===== config.mk =====
export PLATFORM = sky130hd
export DESIGN_NAME = recovery_ladder
export DESIGN_NICKNAME = d
export VERILOG_FILES = /design/src/rtl/rl_pkg.sv /design/src/rtl/rl_storm.sv /design/src/rtl/rl_reenum_gate.sv /design/src/rtl/recovery_ladder.sv
export SDC_FILE = /design/constraint.sdc
export NUM_CORES = 1
export LEC_CHECK = 0
export BUFFER_PORTS_ARGS = -buffer_cell sky130_fd_sc_hd__buf_2
export CAP_MARGIN = 20
export CELL_PAD_IN_SITES_DETAIL_PLACEMENT = 0
export CELL_PAD_IN_SITES_GLOBAL_PLACEMENT = 2
export CORE_UTILIZATION = 35
export CTS_BUF_LIST = sky130_fd_sc_hd__clkbuf_8
export DETAILED_ROUTE_END_ITERATION = 7
export MAX_ROUTING_LAYER = met4
export PLACE_DENSITY_LB_ADDON = 0.1
export SLEW_MARGIN = 20
export SYNTH_ARGS = -nofsm -noshare
export SYNTH_HDL_FRONTEND = slang
export SYNTH_SLANG_ARGS = --single-unit

===== constraint.sdc =====
create_clock -name clk -period 3.7 [get_ports clk]
set_input_delay 0.185 -clock clk [delete_from_list [all_inputs] [get_ports clk]]
set_output_delay 0.185 -clock clk [all_outputs]
set_load 0.1 [all_outputs]

===== src/rtl/rl_pkg.sv =====
package rl_pkg;

    typedef enum logic [2:0] {
        ST_IDLE    = 3'd0,
        ST_QUIESCE = 3'd1,
        ST_WAIT    = 3'd2,
        ST_ACT     = 3'd3,
        ST_PROBE   = 3'd4
    } rl_state_e;

    localparam logic [2:0] LVL_NONE  = 3'd0;
    localparam logic [2:0] LVL_RETRY = 3'd1;
    localparam logic [2:0] LVL_EP    = 3'd2;
    localparam logic [2:0] LVL_PORT  = 3'd3;
    localparam logic [2:0] LVL_CTRL  = 3'd4;
    localparam logic [2:0] LVL_ENUM  = 3'd5;

    // Class code c maps to ladder level c+1 (transaction..controller halt).
    function automatic logic [2:0] class_to_level(input logic [1:0] cls);
        return {1'b0, cls} + 3'd1;
    endfunction

endpackage


===== src/rtl/rl_storm.sv =====
module rl_storm #(
    parameter int RATE_W        = 8,
    parameter int RATE_LIMIT    = 200,
    parameter int LAT_W         = 8,
    parameter int LAT_LIMIT     = 100,
    parameter int STALL_WINDOWS = 4
) (
    input  logic              clk,
    input  logic              rst_n,
    input  logic [RATE_W-1:0] retry_rate,
    input  logic [LAT_W-1:0]  lat_p95,
    input  logic              window_tick,
    input  logic              backlog_falling,
    output logic              storm
);
    localparam int SW = $clog2(STALL_WINDOWS + 1);

    typedef struct packed {
        logic [SW-1:0] stale;
        logic          storm;
    } st_t;

    st_t s_d, s_q;

    always_comb begin
        s_d = s_q;
        if (window_tick) begin
            if (backlog_falling)
                s_d.stale = '0;
            else if (s_q.stale != SW'(STALL_WINDOWS))
                s_d.stale = s_q.stale + SW'(1);
        end
        s_d.storm = (retry_rate >= RATE_W'(RATE_LIMIT))
                 || (lat_p95 >= LAT_W'(LAT_LIMIT))
                 || (s_q.stale >= SW'(STALL_WINDOWS));
    end

    always_ff @(posedge clk) begin
        if (!rst_n) s_q <= '0;
        else        s_q <= s_d;
    end

    assign storm = s_q.storm;

endmodule


===== src/rtl/rl_reenum_gate.sv =====
module rl_reenum_gate #(
    parameter int ENUM_MAX = 2,
    parameter int COOLDOWN = 50
) (
    input  logic clk,
    input  logic rst_n,
    input  logic issue,
    output logic cool_busy
);
    localparam int EW = $clog2(ENUM_MAX + 1);
    localparam int CW = $clog2(COOLDOWN + 1);

    typedef struct packed {
        logic [EW-1:0] count;
        logic [CW-1:0] cool;
    } gate_t;

    gate_t s_d, s_q;

    always_comb begin
        s_d = s_q;
        if (s_q.cool != '0) begin
            s_d.cool = s_q.cool - CW'(1);
            if (s_q.cool == CW'(1))
                s_d.count = '0;
        end
        if (issue && (s_q.count != EW'(ENUM_MAX))) begin
            s_d.count = s_q.count + EW'(1);
            if (s_q.count + EW'(1) == EW'(ENUM_MAX))
                s_d.cool = CW'(COOLDOWN);
        end
    end

    always_ff @(posedge clk) begin
        if (!rst_n) s_q <= '0;
        else        s_q <= s_d;
    end

    assign cool_busy = (s_q.cool != '0);

endmodule


===== src/rtl/recovery_ladder.sv =====
module recovery_ladder
    import rl_pkg::*;
#(
    parameter int RETRY_MAX     = 3,
    parameter int BACKOFF_BASE  = 2,
    parameter int RATE_W        = 8,
    parameter int RATE_LIMIT    = 200,
    parameter int LAT_W         = 8,
    parameter int LAT_LIMIT     = 100,
    parameter int STALL_WINDOWS = 4,
    parameter int ENUM_MAX      = 2,
    parameter int COOLDOWN      = 50
) (
    input  logic              clk,
    input  logic              rst_n,
    input  logic              fault_valid,
    input  logic [1:0]        fault_class,
    input  logic [RATE_W-1:0] retry_rate,
    input  logic [LAT_W-1:0]  lat_p95,
    input  logic              window_tick,
    input  logic              backlog_falling,
    input  logic              drain_done,
    input  logic              probe_done,
    input  logic              probe_ok,
    output logic              freeze,
    output logic              drain_req,
    output logic              act_valid,
    output logic [2:0]        act_level,
    output logic              probe_req,
    output logic [2:0]        cur_level,
    output logic              busy,
    output logic              storm,
    output logic              enum_held
);
    localparam int RW     = $clog2(RETRY_MAX + 1);
    localparam int WAIT_W = $clog2((BACKOFF_BASE << RETRY_MAX) + 1);

    typedef struct packed {
        rl_state_e        state;
        logic [2:0]       level;
        logic [RW-1:0]    retries;
        logic [WAIT_W-1:0] wait_cnt;
    } ctl_t;

    ctl_t       s_d, s_q;
    logic       storm_w;
    logic       cool_busy;
    logic       enum_issue;
    logic [2:0] tgt;

    rl_storm #(
        .RATE_W(RATE_W), .RATE_LIMIT(RATE_LIMIT),
        .LAT_W(LAT_W), .LAT_LIMIT(LAT_LIMIT),
        .STALL_WINDOWS(STALL_WINDOWS)
    ) u_storm (
        .clk(clk), .rst_n(rst_n),
        .retry_rate(retry_rate), .lat_p95(lat_p95),
        .window_tick(window_tick), .backlog_falling(backlog_falling),
        .storm(storm_w)
    );

    assign enum_issue = (s_q.state == ST_ACT) && (s_q.level == LVL_ENUM);

    rl_reenum_gate #(.ENUM_MAX(ENUM_MAX), .COOLDOWN(COOLDOWN)) u_gate (
        .clk(clk), .rst_n(rst_n), .issue(enum_issue), .cool_busy(cool_busy)
    );

    always_comb begin
        s_d = s_q;
        tgt = class_to_level(fault_class);
        if (tgt == LVL_RETRY && s_q.retries == RW'(RETRY_MAX))
            tgt = LVL_EP;
        if (storm_w && tgt < LVL_ENUM)
            tgt = tgt + 3'd1;
        case (s_q.state)
            ST_IDLE: begin
                if (fault_valid) begin
                    s_d.level = tgt;
                    s_d.state = ST_QUIESCE;
                end
            end
            ST_QUIESCE: begin
                if (drain_done) begin
                    s_d.state    = ST_WAIT;
                    s_d.wait_cnt = (s_q.level == LVL_RETRY)
                                 ? (WAIT_W'(BACKOFF_BASE) << s_q.retries) : '0;
                end
            end
            ST_WAIT: begin
                if (s_q.level == LVL_ENUM) begin
                    if (!cool_busy) s_d.state = ST_ACT;
                end else if (s_q.wait_cnt == '0) begin
                    s_d.state = ST_ACT;
                end else begin
                    s_d.wait_cnt = s_q.wait_cnt - WAIT_W'(1);
                end
            end
            ST_ACT: begin
                s_d.state = ST_PROBE;
                if (s_q.level == LVL_RETRY)
                    s_d.retries = s_q.retries + RW'(1);
            end
            ST_PROBE: begin
                if (probe_done) begin
                    if (probe_ok) begin
                        s_d.state = ST_IDLE;
                        s_d.level = LVL_NONE;
                        if (s_q.level >= LVL_EP) s_d.retries = '0;
                    end else begin
                        s_d.state = ST_QUIESCE;
                        if (s_q.level < LVL_ENUM) s_d.level = s_q.level + 3'd1;
                    end
                end
            end
            default: s_d.state = ST_IDLE;
        endcase
    end

    always_ff @(posedge clk) begin
        if (!rst_n) begin
            s_q.state    <= ST_IDLE;
            s_q.level    <= LVL_NONE;
            s_q.retries  <= '0;
            s_q.wait_cnt <= '0;
        end else begin
            s_q <= s_d;
        end
    end

    assign busy      = (s_q.state != ST_IDLE);
    assign freeze    = storm_w || busy;
    assign drain_req = (s_q.state == ST_QUIESCE);
    assign act_valid = (s_q.state == ST_ACT);
    assign act_level = act_valid ? s_q.level : LVL_NONE;
    assign probe_req = (s_q.state == ST_PROBE);
    assign cur_level = s_q.level;
    assign storm     = storm_w;
    assign enum_held = (s_q.state == ST_WAIT) && (s_q.level == LVL_ENUM) && cool_busy;

endmodule


==> flow_summary.toml <==
[outcome]
result_of_the_run = "complete, no violations"

[die]
floorplan.initialDensity = 0.370
die-width_um = 73.3
coreArea_mm2 = 0.00482
io_pins = 39
die_area_mm2 = 0.00538
die_height_um = 73.3
placement_rows = 25

[cells_and_area]
final_cell_mix = "sky130_fd_sc_hd__buf_2, sky130_fd_sc_hd__dfxtp_1, sky130_fd_sc_hd__ha_1, sky130_fd_sc_hd__inv_1, sky130_fd_sc_hd__nor2_1"
layout-drive-gt1-share = 0.196
multi_input_area_mm2 = 0.00112
layout.filler_cells = 521
seqCellArea_um2 = 500
final_nets = 280
fin_area_mm2 = 0.00199
most_common_library_cell_in_the_layout_ignoring_fill_and_taps = "sky130_fd_sc_hd__buf_2"
count_of_inserted_antenna_diode_cells = 0
area_delta_synth_final_pct = 11.8

[sta]
slew_viol_final = 0
min_period_over_period = 0.637
timing.final.crit_period_ns = 2.36
hold_ws_ns = 0.133
timing.clock.skew_ns = 0.0118
fin_setup_tns_ns = 0
finalHoldViolations = 0
fmax_mhz = 424
slew-limit-headroom = 0.530
report.final.setup_viol = 0
grt_setup_unrepaired = "no"
worstMarginPinSlew_ns = 0.703

[clock_network]
cts_made_buffers = 3
cts_root_buf = "sky130_fd_sc_hd__clkbuf_8"
cts_htree_levels = 1
hold_buffers = 0
cts.sinks = 25
worst_skew_pair.late_latency_ns = 0.28
cts_tree = "yes"
cts-root-to-sink-buffers = 2
post_cts_resized = 0
postCtsSetupRepairBufs = 0
cts.clk_slew.worst_paths_ns = 0.10

[grt]
grt_max_degree = 18
grt_overflow_total = 0
first_pass_grt_wire_length_um = 6680
first_global_vias = 1505
grt_use_total = 0.167
grt_antenna_before_repair = 0

[critical_path]
crit_path_cell_trace = "or3b_1 -> nor3b_1 -> buf_2"
setup.worst_path.start_class = "flip-flop"
worst_setup_path_end_kind = "output pin"
worst-r2r-cell-count = 4
crit_path_max_incr_delay_ns = 0.56
worst_r2r_endpoint = "s_q[3]"
critical_path_peak_fanout = 13
rrSetupSlack_ns = 1.76
cp_data_required_time_ns = 3.51
worst_r2r_startpoint = "s_q[11]"
timing_worst_setup_path_type = "flip-flop to output pin"
critical-path-slowest-cell = "sky130_fd_sc_hd__dfxtp_1"
critical_path.endpoint = "enum_held"
arrival_ns = 2.17
timing.critical_path.from = "s_q[11]"

[drt]
drc = 0
avg_vias_per_cell = 5.25
post_route_antenna_net_violation_count = 0
post_drt_wl_per_cell_um = 13.3
detailedRoute.firstIterationViolations = 117
routed_wl_um = 4010
detailroute.via_count = 1584
detailed_router_iteration_count_before_antenna_repair = 4

[placement]
detailedPlacementHpwl_um = 3010
global_placement_routability_congestion = 0.839
placement.cell_area_mm2 = 0.00194
numPortBuffers = 33

[logic_synthesis]
synth.cell_area_mm2 = 0.00178
synth_seq_cells = 25
syn_area_per_cell_um2 = 8.44
yosysSeqAreaShare = 0.281
ys_types = 57
dominantRegCellSynth = "sky130_fd_sc_hd__dfxtp_1"
yosys_warnings = 0
number_of_instances_in_the_synthesized_netlist = 211
postSynth.asyncResetShare = 0
synth.net_count = 255
number_of_enable_type_register_cells_in_the_synthesized_netlist = 0

[worst_hold_path]
hp-class = "input pin to flip-flop"
timing.hold.worst_path_depth = 2

[power]
powerDensity_mw_per_mm2 = 453
ir_worst_vdd_uv = 188
p_leak_nw = 0.846

[run]
drv_cap = 0
[cell usage after synthesis (2+ instances only)]
cell                       number  area (um^2)
sky130_fd_sc_hd__nor3b_1        3         22.5
sky130_fd_sc_hd__mux2i_1        6         60.1
sky130_fd_sc_hd__o21ai_0        6         30.0
sky130_fd_sc_hd__a211oi_1       2         15.0
sky130_fd_sc_hd__nand2_1       12         45.0
sky130_fd_sc_hd__or3_1          2         12.5
sky130_fd_sc_hd__a31oi_1        6         37.5
sky130_fd_sc_hd__buf_4          4         30.0
sky130_fd_sc_hd__o31ai_1        2         15.0
sky130_fd_sc_hd__xnor2_1        4         35.0
sky130_fd_sc_hd__nor3_1         6         30.0
sky130_fd_sc_hd__nand4b_1       2         17.5
sky130_fd_sc_hd__o221a_1        2         22.5
sky130_fd_sc_hd__or2_2          2         12.5
sky130_fd_sc_hd__and2_1         4         25.0
sky130_fd_sc_hd__a21oi_1       10         50.1
sky130_fd_sc_hd__inv_1         17         63.8
sky130_fd_sc_hd__nor2_1        14         52.6
sky130_fd_sc_hd__nand2b_1       2         12.5
sky130_fd_sc_hd__nand3_1       10         50.1
sky130_fd_sc_hd__nor2b_1        3         18.8
sky130_fd_sc_hd__and3b_1        2         17.5
sky130_fd_sc_hd__ha_1          18          225
sky130_fd_sc_hd__dfxtp_1       25          500
sky130_fd_sc_hd__a211o_1        3         26.3
sky130_fd_sc_hd__nand3b_1       2         15.0
sky130_fd_sc_hd__o311ai_0       6         52.6
sky130_fd_sc_hd__clkbuf_1       2         7.51
sky130_fd_sc_hd__or3b_1         2         17.5
sky130_fd_sc_hd__buf_2          5         25.0
[cell families after synthesis]
logic type                 synth area share
AOI/OAI and AO/OA                     0.198
xor gates and xnor gates             0.0246
adders and majority gates             0.126
buffers and inverters                0.0871
DFF                                   0.281
muxes                                0.0401
and+or+nand+nor                       0.242
[worst max-delay path: cells and delay by family, from the launching register on]
kind / cells / cell delay [ns]
AND/OR/NAND/NOR: 2 / 0.85
buffers and inverters: 1 / 0.48
flip-flops: 1 / 0.56
[stage by stage]
step                      instances  utilization  total power, mW  worst slack, ns
after floorplan                 211            -            0.670            0.364
after global placement          298        0.403            0.722             1.72
after detailed placement        298        0.403            0.736             1.68
after CTS                       302        0.413            0.913             1.35
after global routing            302        0.413            0.971             1.27
final                           302        0.413            0.903             1.34
[flip-flops by register name, indices dropped and copies added (netlist names)]
name / cells
s_q: 10
u_gate.s_q: 8
cur_level: 3
u_storm.s_q: 3
u_storm.storm: 1
[power breakdown]
group / internal, mW / total (mW) / switching, mW
combinational: 0.147 / 0.378 / 0.231
sequential: 0.308 / 0.352 / 0.0443
clock: 0.0765 / 0.172 / 0.0960
total: 0.532 / 0.903 / 0.371
[layer usage]
layer / GRT usage / wire (um) / share of wire / vias to the layer above
met5: - / 0 / 0 / -
li1: - / - / - / 800
met1: 0.216 / 1980 / 0.49 / 727
met4: 0.0534 / 53 / 0.013 / 0
met2: 0.270 / 1780 / 0.44 / 51
met3: 0.0261 / 200 / 0.050 / 6
[worst min path at each step]
| stage | startpoint | slack (ns) | endpoint |
|---|---|---|---|
| global route | window_tick | 0.15 | u_storm.s_q[3] |
| finish | window_tick | 0.13 | u_storm.s_q[3] |
| global placement | window_tick | 0.41 | u_storm.s_q[3] |
| detailed placement | window_tick | 0.41 | u_storm.s_q[3] |
| floorplan | window_tick | 0.28 | u_storm.s_q[3] |
| CTS | window_tick | 0.12 | u_storm.s_q[3] |
[final cells by class]
class	instances	area share
multi-input combinational	155	0.565
sequential	25	0.251
timing repair buffer	33	0.0830
tap	67	0.0421
inverter	18	0.0339
clock buffer	3	0.0207
clock inverter	1	0.00377
(Power assumes the default switching activity.)
